<file path="src/rtl/pci_irq_pkg.sv">
package pci_irq_pkg;
  localparam int REG_W     = 32;
  localparam int NUM_INTX  = 4;
  localparam int NUM_ERR   = 6;
  localparam int NUM_SRC   = NUM_INTX + NUM_ERR;
  localparam int MASK_BASE = 16;
  localparam int RSV_LO_W  = MASK_BASE - NUM_SRC;
  localparam int RSV_HI_W  = REG_W - MASK_BASE - NUM_SRC;

  // Source index of the first and last abort events in the narrow default set
  localparam int ABORT_FIRST = 5;
  localparam int ABORT_LAST  = 7;

  function automatic logic [NUM_SRC-1:0] default_mask(input logic full_set);
    logic [NUM_SRC-1:0] m;
    m = '0;
    for (int i = 0; i < NUM_SRC; i++) begin
      if (full_set && i >= NUM_INTX) m[i] = 1'b1;
      if (i >= ABORT_FIRST && i <= ABORT_LAST) m[i] = 1'b1;
    end
    return m;
  endfunction

  function automatic logic [NUM_SRC-1:0] qualify(input logic [NUM_SRC-1:0] pend,
                                                 input logic [NUM_SRC-1:0] mask);
    return pend & mask;
  endfunction

  function automatic logic [NUM_ERR-1:0] err_clear(input logic wr,
                                                   input logic [REG_W-1:0] wdata);
    if (!wr) return '0;
    if (wdata == '0) return '1;
    return wdata[NUM_INTX +: NUM_ERR];
  endfunction
endpackage

</file>
<file path="src/rtl/pci_irq_sync.sv">
module pci_irq_sync #(
  parameter int W      = 4,
  parameter int STAGES = 2
) (
  input  logic         clk,
  input  logic         rst_n,
  input  logic [W-1:0] d_async,
  output logic [W-1:0] q_sync
);
  logic [W-1:0] stg [STAGES];

  always_ff @(posedge clk or negedge rst_n) begin
    if (!rst_n) begin
      for (int s = 0; s < STAGES; s++) stg[s] <= '1;
    end else begin
      stg[0] <= d_async;
      for (int s = 1; s < STAGES; s++) stg[s] <= stg[s-1];
    end
  end

  assign q_sync = stg[STAGES-1];
endmodule

</file>
<file path="src/rtl/pci_irq_err_bank.sv">
module pci_irq_err_bank #(
  parameter int W = 6
) (
  input  logic         clk,
  input  logic         rst_n,
  input  logic [W-1:0] set_evt,
  input  logic [W-1:0] clr_req,
  output logic [W-1:0] pend
);
  for (genvar i = 0; i < W; i++) begin : g_bit
    always_ff @(posedge clk or negedge rst_n) begin
      if (!rst_n)           pend[i] <= 1'b0;
      else if (set_evt[i])  pend[i] <= 1'b1;
      else if (clr_req[i])  pend[i] <= 1'b0;
    end

    // an event always leaves the bit set, even under a clear
    p_set_wins_r6: assert property (@(posedge clk) disable iff (!rst_n)
      set_evt[i] |=> pend[i]);
    // a clear without an event drops the bit
    p_clear_r4: assert property (@(posedge clk) disable iff (!rst_n)
      (clr_req[i] && !set_evt[i]) |=> !pend[i]);
    // sticky when untouched
    p_sticky_r3: assert property (@(posedge clk) disable iff (!rst_n)
      (!clr_req[i] && !set_evt[i]) |=> $stable(pend[i]));
  end
endmodule

</file>
<file path="src/rtl/pci_irq_ctrl.sv">
module pci_irq_ctrl
  import pci_irq_pkg::*;
#(
  parameter logic FULL_ERR_SET = 1'b0,
  parameter int   SYNC_STAGES  = 2
) (
  input  logic               clk,
  input  logic               rst_n,
  input  logic               reg_wr,
  input  logic [REG_W-1:0]   reg_wdata,
  output logic [REG_W-1:0]   reg_rdata,
  input  logic [NUM_INTX-1:0] intx_n,
  input  logic [NUM_ERR-1:0]  err_evt,
  output logic [NUM_SRC-1:0]  src_active,
  output logic               irq_out
);
  localparam logic [NUM_SRC-1:0] MASK_RST = default_mask(FULL_ERR_SET);

  logic [NUM_INTX-1:0] intx_lvl_n;
  logic [NUM_INTX-1:0] intx_pend;
  logic [NUM_ERR-1:0]  err_pend;
  logic [NUM_ERR-1:0]  err_clr;
  logic [NUM_SRC-1:0]  mask_q;
  logic [NUM_SRC-1:0]  pend_all;
  logic                any_active;
  logic                irq_q;

  pci_irq_sync #(.W(NUM_INTX), .STAGES(SYNC_STAGES)) u_sync (
    .clk     (clk),
    .rst_n   (rst_n),
    .d_async (intx_n),
    .q_sync  (intx_lvl_n)
  );

  assign intx_pend = ~intx_lvl_n;
  assign err_clr   = err_clear(reg_wr, reg_wdata);

  pci_irq_err_bank #(.W(NUM_ERR)) u_err (
    .clk     (clk),
    .rst_n   (rst_n),
    .set_evt (err_evt),
    .clr_req (err_clr),
    .pend    (err_pend)
  );

  always_ff @(posedge clk or negedge rst_n) begin
    if (!rst_n)      mask_q <= MASK_RST;
    else if (reg_wr) mask_q <= reg_wdata[MASK_BASE +: NUM_SRC];
  end

  assign pend_all   = {err_pend, intx_pend};
  assign src_active = qualify(pend_all, mask_q);
  assign any_active = |src_active;

  always_ff @(posedge clk or negedge rst_n) begin
    if (!rst_n) irq_q <= 1'b0;
    else        irq_q <= any_active;
  end

  assign irq_out   = irq_q;
  assign reg_rdata = {{RSV_HI_W{1'b0}}, mask_q, {RSV_LO_W{1'b0}}, pend_all};

  // combined request follows the qualified sources one clock later
  p_irq_rise_r8: assert property (@(posedge clk) disable iff (!rst_n)
    any_active |=> irq_out);
  p_irq_fall_r8: assert property (@(posedge clk) disable iff (!rst_n)
    !any_active |=> !irq_out);
  // enable field loads from every write
  p_mask_load_r7: assert property (@(posedge clk) disable iff (!rst_n)
    reg_wr |=> (reg_rdata[MASK_BASE +: NUM_SRC] == $past(reg_wdata[MASK_BASE +: NUM_SRC])));
  p_mask_hold_r7: assert property (@(posedge clk) disable iff (!rst_n)
    !reg_wr |=> $stable(mask_q));
  // zero word shuts every error flag unless an event arrives with it
  p_zero_clear_r5: assert property (@(posedge clk) disable iff (!rst_n)
    (reg_wr && reg_wdata == '0 && err_evt == '0) |=> (err_pend == '0));
endmodule

</file>
<file path="config.mk">
export PLATFORM = sky130hd
export DESIGN_NAME = pci_irq_ctrl
export DESIGN_NICKNAME = d
export VERILOG_FILES = /design/src/rtl/pci_irq_pkg.sv /design/src/rtl/pci_irq_sync.sv /design/src/rtl/pci_irq_err_bank.sv /design/src/rtl/pci_irq_ctrl.sv
export SDC_FILE = /design/constraint.sdc
export NUM_CORES = 1
export LEC_CHECK = 0
export BUFFER_PORTS_ARGS = -buffer_cell sky130_fd_sc_hd__buf_2
export CAP_MARGIN = 20
export CORE_ASPECT_RATIO = 0.8
export CORE_MARGIN = 2
export CORE_UTILIZATION = 39
export DETAILED_ROUTE_END_ITERATION = 10
export GPL_TIMING_DRIVEN = 0
export PLACE_DENSITY_LB_ADDON = 0.1
export SKIP_CTS_REPAIR_TIMING = 1
export SKIP_LAST_GASP = 1
export SYNTH_ARGS = -nofsm -noshare
export SYNTH_HDL_FRONTEND = slang
export SYNTH_SLANG_ARGS = --single-unit
</file>
<file path="constraint.sdc">
create_clock -name clk -period 1.19 [get_ports clk]
set_input_delay 0.238 -clock clk [delete_from_list [all_inputs] [get_ports clk]]
set_output_delay 0.238 -clock clk [all_outputs]
set_load 0.02 [all_outputs]
</file>
== Yosys cells after proc, flatten, opt, wreduce, memory -nomap -nowiden ==
Cells that the tools add are included.
Word-level totals
  register bits: 25
  input port bits: 45
  word-level logic and storage cells: 38
Cells by class
  mux-type cells: 18
  bitwise logic cells: 2
  reductions and logical operators: 8
Operators with widths (count)
  zero test 32 bit: 1
  two-way mux 6 bit: 4
  two-way mux 1 bit: 14
  nonzero test 2 bit: 6
  bitwise AND 10 bit: 1
  OR reduction 10 bit: 1
  inverter 4 bit: 1

== Longest topological paths before layout ==
Gate-level depths: netlist of the first run.
  depth in word-level cells: 7
  mapped depth: 4
  depth with buffers taken out: 4

== By module ==
Synthesis of the first run repeated with hierarchy kept, for this count alone.
Second synthesis, totals
  cell total of the unflattened synthesis: 101
  area, all modules: 1174.9 µm²
By module, submodules not included
  pci_irq_ctrl: times used 1, cells each 71, area each 716.9 µm²
  pci_irq_sync: times used 1, cells each 12, area each 240.2 µm²
  pci_irq_err_bank: times used 1, cells each 18, area each 217.7 µm²

== Least setup slack after synthesis of the first run ==
Ideal clock, no wire load.
  kind: reg-to-reg
  start: register u_err.pend[3]
  end: register irq_q (netlist: irq_out)
  arrival time: 1.101 ns
  required time: 1.053 ns
  slack: -0.048 ns
  cell stages (with the launch flop): 4
  path buffers: 0
  period minus slack after synthesis: 1.238 ns
  cells stage by stage: dfrtp_1 > and2_1 > nor4_1 > nand4bb_1
On the way
  cells in the longest elaborated chain, start to end: 2
RTL lines
  start, declared: line pci_irq_err_bank.sv:8  | output logic [W-1:0] pend
  start signal, assigned by index: line pci_irq_err_bank.sv:12  | if (!rst_n) pend[i] <= 1'b0;
  start signal, assigned by index: line pci_irq_err_bank.sv:13  | else if (set_evt[i]) pend[i] <= 1'b1;
  start signal, assigned by index: line pci_irq_err_bank.sv:14  | else if (clr_req[i]) pend[i] <= 1'b0;
  bitwise AND 10 bit: line pci_irq_pkg.sv:26  | return pend & mask;
  via src_active[7]: line pci_irq_ctrl.sv:14  | output logic [NUM_SRC-1:0] src_active,
  OR reduction 10 bit: line pci_irq_ctrl.sv:53  | assign any_active = |src_active;
  via any_active: line pci_irq_ctrl.sv:25  | logic any_active;
  end signal, assigned: line pci_irq_ctrl.sv:57  | else irq_q <= any_active;
  end, declared: line pci_irq_ctrl.sv:26  | logic irq_q;
The timed path passes the listed nets, and every way through them passes these cells.
A chain may end at the register's enable or synchronous reset.

== Final worst setup path of the first run ==
  start: register mask_q[6]
  end: output src_active[6]
On the way
  cells in the longest elaborated chain, start to end: 1
RTL lines
  start, declared: line pci_irq_ctrl.sv:23  | logic [NUM_SRC-1:0] mask_q;
  start signal, assigned: line pci_irq_ctrl.sv:48  | else if (reg_wr) mask_q <= reg_wdata[MASK_BASE +: NUM_SRC];
  bitwise AND 10 bit: line pci_irq_pkg.sv:26
  end, declared: line pci_irq_ctrl.sv:14
No other way between the ends.

==> results of run 1 <==
==> placed cells by master (no fill, tap or decap), drive strengths merged <==
| cell type | instances |
|---|---|
| a21oi | 6 |
| dfstp | 11 |
| nor2b | 4 |
| nand4bb | 1 |
| o21ai | 6 |
| nand4 | 2 |
| clkbuf | 4 |
| nor4 | 10 |
| inv | 5 |
| conb | 12 |
| dfrtp | 14 |
| mux2 | 10 |
| and2 | 6 |
| dlygate4sd3 | 5 |
| buf | 99 |
| nand2b | 6 |
| nor2 | 1 |
==> logic make-up after synthesis <==
family,after synthesis,synth area share [%]
simple gates,30,17.2
flops,25,57.0
buf+inv,18,10.1
compound gates,12,5.35
mux,10,10.0
other cells,1,0.334
==> per-stage QoR <==
stage                     TNS (ns)  power [W]  area (um2)  setup slack, ns
after floorplan                  0    0.00127        1170          0.00289
after global routing         -3.21    0.00211        1910           -0.234
after CTS                    -2.45    0.00185        1620           -0.263
after global placement       -1.12    0.00147        1590           -0.182
after detailed placement     -1.29    0.00148        1590           -0.214
final                        -2.09    0.00200        1910           -0.186
==> where the power goes <==
group | internal (W) | total [W] | switching (W)
registers | 0.000930 | 0.000976 | 0.0000465
clock network | 0.000131 | 0.000368 | 0.000237
logic | 0.000344 | 0.000654 | 0.000310
==> registers in the layout, indices dropped and copies added (netlist names) <==
name           flops
mask_q            10
u_err.pend         6
u_sync.q_sync      4
u_sync.stg         4
irq_out            1
==> cell type report <==
type                            instances  area, um2
Fill cell                             221        836
Timing Repair Buffer                   91        641
Sequential cell                        25        639
Multi-Input combinational cell         64        440
Buffer                                 13       95.1
Tap cell                               38       47.5
Clock buffer                            4       26.3
Inverter                                5       18.8
==> final timing paths <==
path	start	end	slack, ns	cells after the start
max	mask_q[6]	src_active[6]	-0.19	2
min	err_evt[5]	u_err.pend[5]	0.11	3
max reg2reg	u_err.pend[1]	irq_out	-0.10	3
min reg2reg	u_sync.stg[4]	u_sync.q_sync[0]	0.36	0
max in group asynchronous	rst_n	u_sync.q_sync[2]	0.39	2
min in group asynchronous	rst_n	u_err.pend[0]	0.44	2
==> worst max-delay path: cells and delay by family, from the launching register on <==
kind,cells,cell delay (ns)
AND/OR/NAND/NOR,1,0.15
buffers and inverters,1,0.11
flip-flops,1,0.56
==> metal layers <==
metal  share of wire (%)  up-vias  GRT usage [%]  wire length, um
met5                   0        -              0                0
met1                  41      500           20.2             1260
met3                 6.8        2           4.76              208
met4                0.42        0           3.99               13
li1                    -      519              -                -
met2                  52       46           31.8             1580
==> impl_results.md, run 1 <==
- Dpl hpwl: 2230 um
- Via count: 1067
- Top post-synthesis cells by area: dfrtp_1 (31%), dfstp_2 (26%), mux2_2 (10%), buf_4 (8.0%), nor4_1 (5.6%)
- First-pass DRT Iterations: 2
- Post-synth EDFFs: 0
- # setup viols final: 22
- Seq/Total Area, Yosys: a little under three fifths
- Clock Latency Late Sink: approximately 0.31 ns
- Crit path launch type: flop
- Yosys warns: 0
- Hold Fails Final Rpt: 0
- Starting Density: between 40 and 50%
- Clk buf depth: 2
- Worst Hold Class: in -> reg
- DRC: 0
- Top cell type's share of synthesized area: around 31%
- Port bufs: 75
- CP max stage delay: roughly 0.56 ns
- Skew final: about 0.0022 ns
- Area Overhead vs Synth: 70.0%
- Fin worst setup slack: -0.186 ns
- Asr flop ratio synth: 100%
- Avg Inst Size Synth: ~12 um2
- Clk slew on worst S/H paths: 0.13 ns
- Failing checks: negative setup slack
- CTS HTree Levels: 1
- Worst vdd ir: around 0.81 mV
- Lkg Pwr: approximately 0.94 nW
- Num CTS Buffers: 3
- # diodes: 0
- # rows: 17
- Synth Cell Area: about 1100 um2
- DRT iter0 DRCs: 6
- Status: finished, violations left
- WP data arrival: ~1.1 ns
- Nets@finish: approximately 250
- CP Max Fanout: 2
- Gr usage total: around 17%
- Grt ovf: 0
- Core ar.: 2740 um2
- DR vias/cell: around 4.4
- Antenna Nets Post-Route: 0
- Dpl cells: 220
- RSZ-0062 raised after global routing: yes
- Fin cells: 240
- Max Fclk: around 730 MHz
- Min Hold Slack: roughly 0.11 ns
- Slew headroom: between 60% and 70%
- Die area: between 3000 and 4000 um2
- Antenna violations before repair: 0
- Tcrit/Tclk final: 116%
- Post-route minimum period: 1.38 ns
- Synth Instances: 96
- Routed WL per cell: 12.8 um
- Root Buffer: clkbuf_4
- Cell taking the most area after synthesis: dfrtp_1
- TritonCTS clock tree: done
- Post-synthesis register bit count: 25
- CTS sink count: 25
- Worst Setup Path Type: reg -> out
- Routability cong.: approximately 0.73
- Chip height: roughly 52 um
- Primary FF master, synth: dfrtp_1
- Worst slew pin tran: roughly 0.53 ns
- Largest net degree at the start of global routing: 26
- Number of max-cap violations: 0
- Layout cells sized above 1: between 60% and 70%
- IO Pins: approximately 90
- First-pass GRT wire length: between 4000 and 5000 um
- Yosys cell types: 16
- Most frequent cell after synthesis: dfrtp_1
- Final Max Slew Viols: 0
- Total Wirelength: slightly above 3000 um
- List of most frequent post-synthesis cells: dfrtp_1 (14), buf_4 (12), dfstp_2 (11), mux2_2 (10), nor4_1 (10)
- CP max-delay cell: dfstp_2
- Vias in the first global route: a little over 1000
- PD cells: 1050 nW/um2
- Util after Layout: a little over two thirds
- Crit path cell chain: and2_4 > buf_6
- Worst endpoint required time: around 0.95 ns
- Crit end category: output port
- Die Span X: between 60 and 70 um
No activity file was read; power rests on OpenSTA's default activity.
==> run 2: changes to the inputs <==
--- a/config.mk
+++ b/config.mk
@@ -5,11 +5,12 @@
 export SDC_FILE = /design/constraint.sdc
 export NUM_CORES = 1
 export LEC_CHECK = 0
+export ABC_AREA = 1
 export BUFFER_PORTS_ARGS = -buffer_cell sky130_fd_sc_hd__buf_2
 export CAP_MARGIN = 20
 export CORE_ASPECT_RATIO = 0.8
 export CORE_MARGIN = 2
-export CORE_UTILIZATION = 39
+export CORE_UTILIZATION = 40
 export DETAILED_ROUTE_END_ITERATION = 10
 export GPL_TIMING_DRIVEN = 0
 export PLACE_DENSITY_LB_ADDON = 0.1
==> constraint.sdc (replaced) <==
create_clock -name clk -period 1.4 [get_ports clk]
set_input_delay 0.28 -clock clk [delete_from_list [all_inputs] [get_ports clk]]
set_output_delay 0.28 -clock clk [all_outputs]
set_load 0.05 [all_outputs]
==> run 2 against run 1 <==
Effect of this change:
- critical endpoint is now reg_rdata[23]
- the flow finishes with violations (negative hold slack)
- core utilization shrank 6.3 points
- clock-buffer cell count shrank 1
- clock power grew 15%
==> impl_results.md, run 2 <==
- Status: finished, violations left
- Failing checks: negative hold slack
- Antenna violations before repair: 0 (unchanged)
- Clk slew on worst S/H paths: 0.09 ns (-0.04 ns)
- Top cell type's share of synthesized area: 28.8% (-2.4 points)
- Hold Fails Final Rpt: 14 (+14)
- Die Span X: 65.7 um (+2.7%)
- List of most frequent post-synthesis cells: nand2_1 (36), inv_1 (26), nor2_1 (24), dfrtp_1 (14), buf_4 (13)
- Largest register FFs: 10 (unchanged)
- Commonest non-fill, non-tap cells in the layout: buf_2 (72), nand2_1 (35), inv_1 (23)
- Grt ovf: 0 (unchanged)
- Largest delay share family, worst path: flip-flops
- Min Hold Slack: -0.0144 ns (-0.127 ns)
- Routability cong.: 0.785 (+8.2%)
- Top Registers: mask_q x10, u_err.pend x6
- IO Pins: 88 (unchanged)
- Crit end category: output port
- WP data arrival: 1.09 ns (-0.05 ns)
- R2R Path End: irq_out
- Synth Cell Area: 1220 um2 (+8.5%)
- Worst Setup Path Type: reg -> out
- CP max-delay cell: dfstp_2
- Most common cell after layout, fill and taps aside: buf_2
- Post-route minimum period: between 1 and 1.5 ns
- DR vias/cell: 4.17 (-6.2%)
- # setup viols final: 0 (-100%)
- Fin cells: 275 (+15%)
- Primary FF master, synth: dfrtp_1
- # rows: 17 (unchanged)
- # diodes: 0 (unchanged)
- Worst r2r path cells: 5 (+2)
- Yosys cell types: 14 (-2)
- Vias in the first global route: 1104 (+8.8%)
- First-pass GRT wire length: 4380 um (-0.32%)
- Number of max-cap violations: 0 (unchanged)
- Slew headroom: 64.5% (-0.11 points)
- Gr usage total: 16.6% (-0.72 points)
- Clk buf depth: 2 (unchanged)
- Synth Instances: 147 (+53%)
- PD cells: 1070 nW/um2 (+2.7%)
- FF-to-FF Start: u_err.pend[1]
- Setup TNS Final: 0 ns (+2.09 ns)
- Die area: 3500 um2 (+5.4%)
- Lkg Pwr: 1.01 nW (+7.1%)
- DRC: 0 (unchanged)
- DRT iter0 DRCs: 24 (+18)
- Asr flop ratio synth: 100% (unchanged)
- Antenna Nets Post-Route: 0 (unchanged)
- Fin worst setup slack: 0.0292 ns (+0.215 ns)
- Avg Inst Size Synth: 8.28 um2 (-29%)
- Worst vdd ir: 0.837 mV (+3.2%)
- Worst Hold Class: in -> async
- Tcrit/Tclk final: between 90 and 100%
- Routed WL per cell: 10.2 um (-20%)
- Root Buffer: clkbuf_8
- Port bufs: 74 (-1.3%)
- Top post-synthesis cells by area: dfrtp_1 (29%), dfstp_2 (24%), nand2_1 (11%), buf_4 (8.0%), inv_1 (8.0%)
- Setup Slack @ Placement: 0.0867 ns (+0.301 ns)
- Largest net degree at the start of global routing: 26 (unchanged)
- Most frequent cell after synthesis: nand2_1
- Num CTS Buffers: 3 (unchanged)
- Crit path cell chain: buf_2
- Worst endpoint required time: 1.12 ns (+0.17 ns)
- Dpl hpwl: 2400 um (+7.7%)
- Total Wirelength: 2810 um (-8.4%)
- Crit path launch type: flop
- Final Max Slew Viols: 0 (unchanged)
- Core ar.: 2830 um2 (+3.1%)
- Seq/Total Area, Yosys: 52.5% (-4.4 points)
- CTS HTree Levels: 1 (unchanged)
- Max Fclk: about 730 MHz
- Cell taking the most area after synthesis: dfrtp_1
- TritonCTS clock tree: done
- Skew final: 0.00427 ns (+0.00207 ns)
- RSZ-0062 raised after global routing: yes
- Layout cells sized above 1: 50.6% (-18 points)
- Chip height: 53.3 um (+2.6%)
- Post-synthesis register bit count: 25 (unchanged)
- Clock Latency Late Sink: 0.26 ns (-0.05 ns)
- Worst slew pin tran: 0.532 ns (+0.00169 ns)
- CP max stage delay: 0.56 ns (about the same)
- Nets@finish: 283 (+14%)
- First-pass DRT Iterations: 4 (+2)
- Area Overhead vs Synth: 46.9%
- CP Max Fanout: 3 (+1)
- Largest Register: mask_q
- Via count: 1147 (+7.5%)
- Dpl cells: 270 (+23%)
- CTS sink count: 25 (unchanged)
- Starting Density: 43.0% (+2.1 points)
- Yosys warns: 0 (unchanged)
- Post-synth EDFFs: 0 (unchanged)
- CP bufs+invs: 1 (unchanged)
- R2R Setup Slk: 0.13 ns (+0.23 ns)
[run 2: cell types whose count changed in the layout (fill, tap and decap cells not counted), moves of 7 or more]
cell,delta
nand2_1,+35
inv_1,+22
buf_6,-20
nor2_1,+20
buf_2,+16
nor4_1,-8
buf_4,-7
[run 2: worst max path at each step]
stage                             start             to  cells after the start
after floorplan           u_err.pend[1]        irq_out                      4
after global placement    reg_wdata[21]  u_err.pend[0]                      9
after detailed placement  reg_wdata[21]  u_err.pend[5]                      9
after CTS                     mask_q[7]  src_active[7]                      3
after global routing          mask_q[5]  src_active[5]                      3
final                         mask_q[7]  reg_rdata[23]                      1
[run 2: routing by layer]
metal	global-route usage, %	part of all wire, %	vias up
met1	18.7	43	505
li1	-	-	594
met2	31.1	49	44
met4	6.25	0.82	0
met3	2.98	6.7	4
met5	0	0	-
[run 2: final cells by class]
cell class | count | area, um2
flip-flops and latches | 25 | 639
well taps | 38 | 47.5
inverters | 26 | 97.6
fillers | 251 | 1040
repair buffers | 75 | 400
clock buffers | 3 | 41.3
multi-input cells | 93 | 452
plain buffers | 14 | 103
clock inverters | 1 | 7.51
[run 2: power by group]
part / switching [W] / leakage, nW / internal, W
Combinational: 0.000483 / 0.721 / 0.000191
Clock: 0.000221 / 0.0217 / 0.000201
Sequential: 0.0000355 / 0.268 / 0.000790
[run 2: stage by stage]
stage	instance area, um2	util (%)	power [W]
after global placement	1710	60.3	0.00148
after CTS	1760	62.1	0.00192
after global routing	1790	63.2	0.00201
after detailed placement	1710	60.3	0.00149
after floorplan	1290	-	0.00131
final	1790	63.2	0.00192
[run 2: cells by family (layout without fill, tap and decap cells)]
| kind of cell | Yosys count | count (layout) | share of synthesized area [%] |
|---|---|---|---|
| buffers and inverters | 40 | 119 | 16.4 |
| DFF | 25 | 25 | 52.5 |
| other | 1 | 12 | 0.308 |
| AOI/OAI and AO/OA | 10 | 10 | 4.11 |
| muxes | 6 | 6 | 5.55 |
| and+or+nand+nor | 65 | 65 | 21.1 |
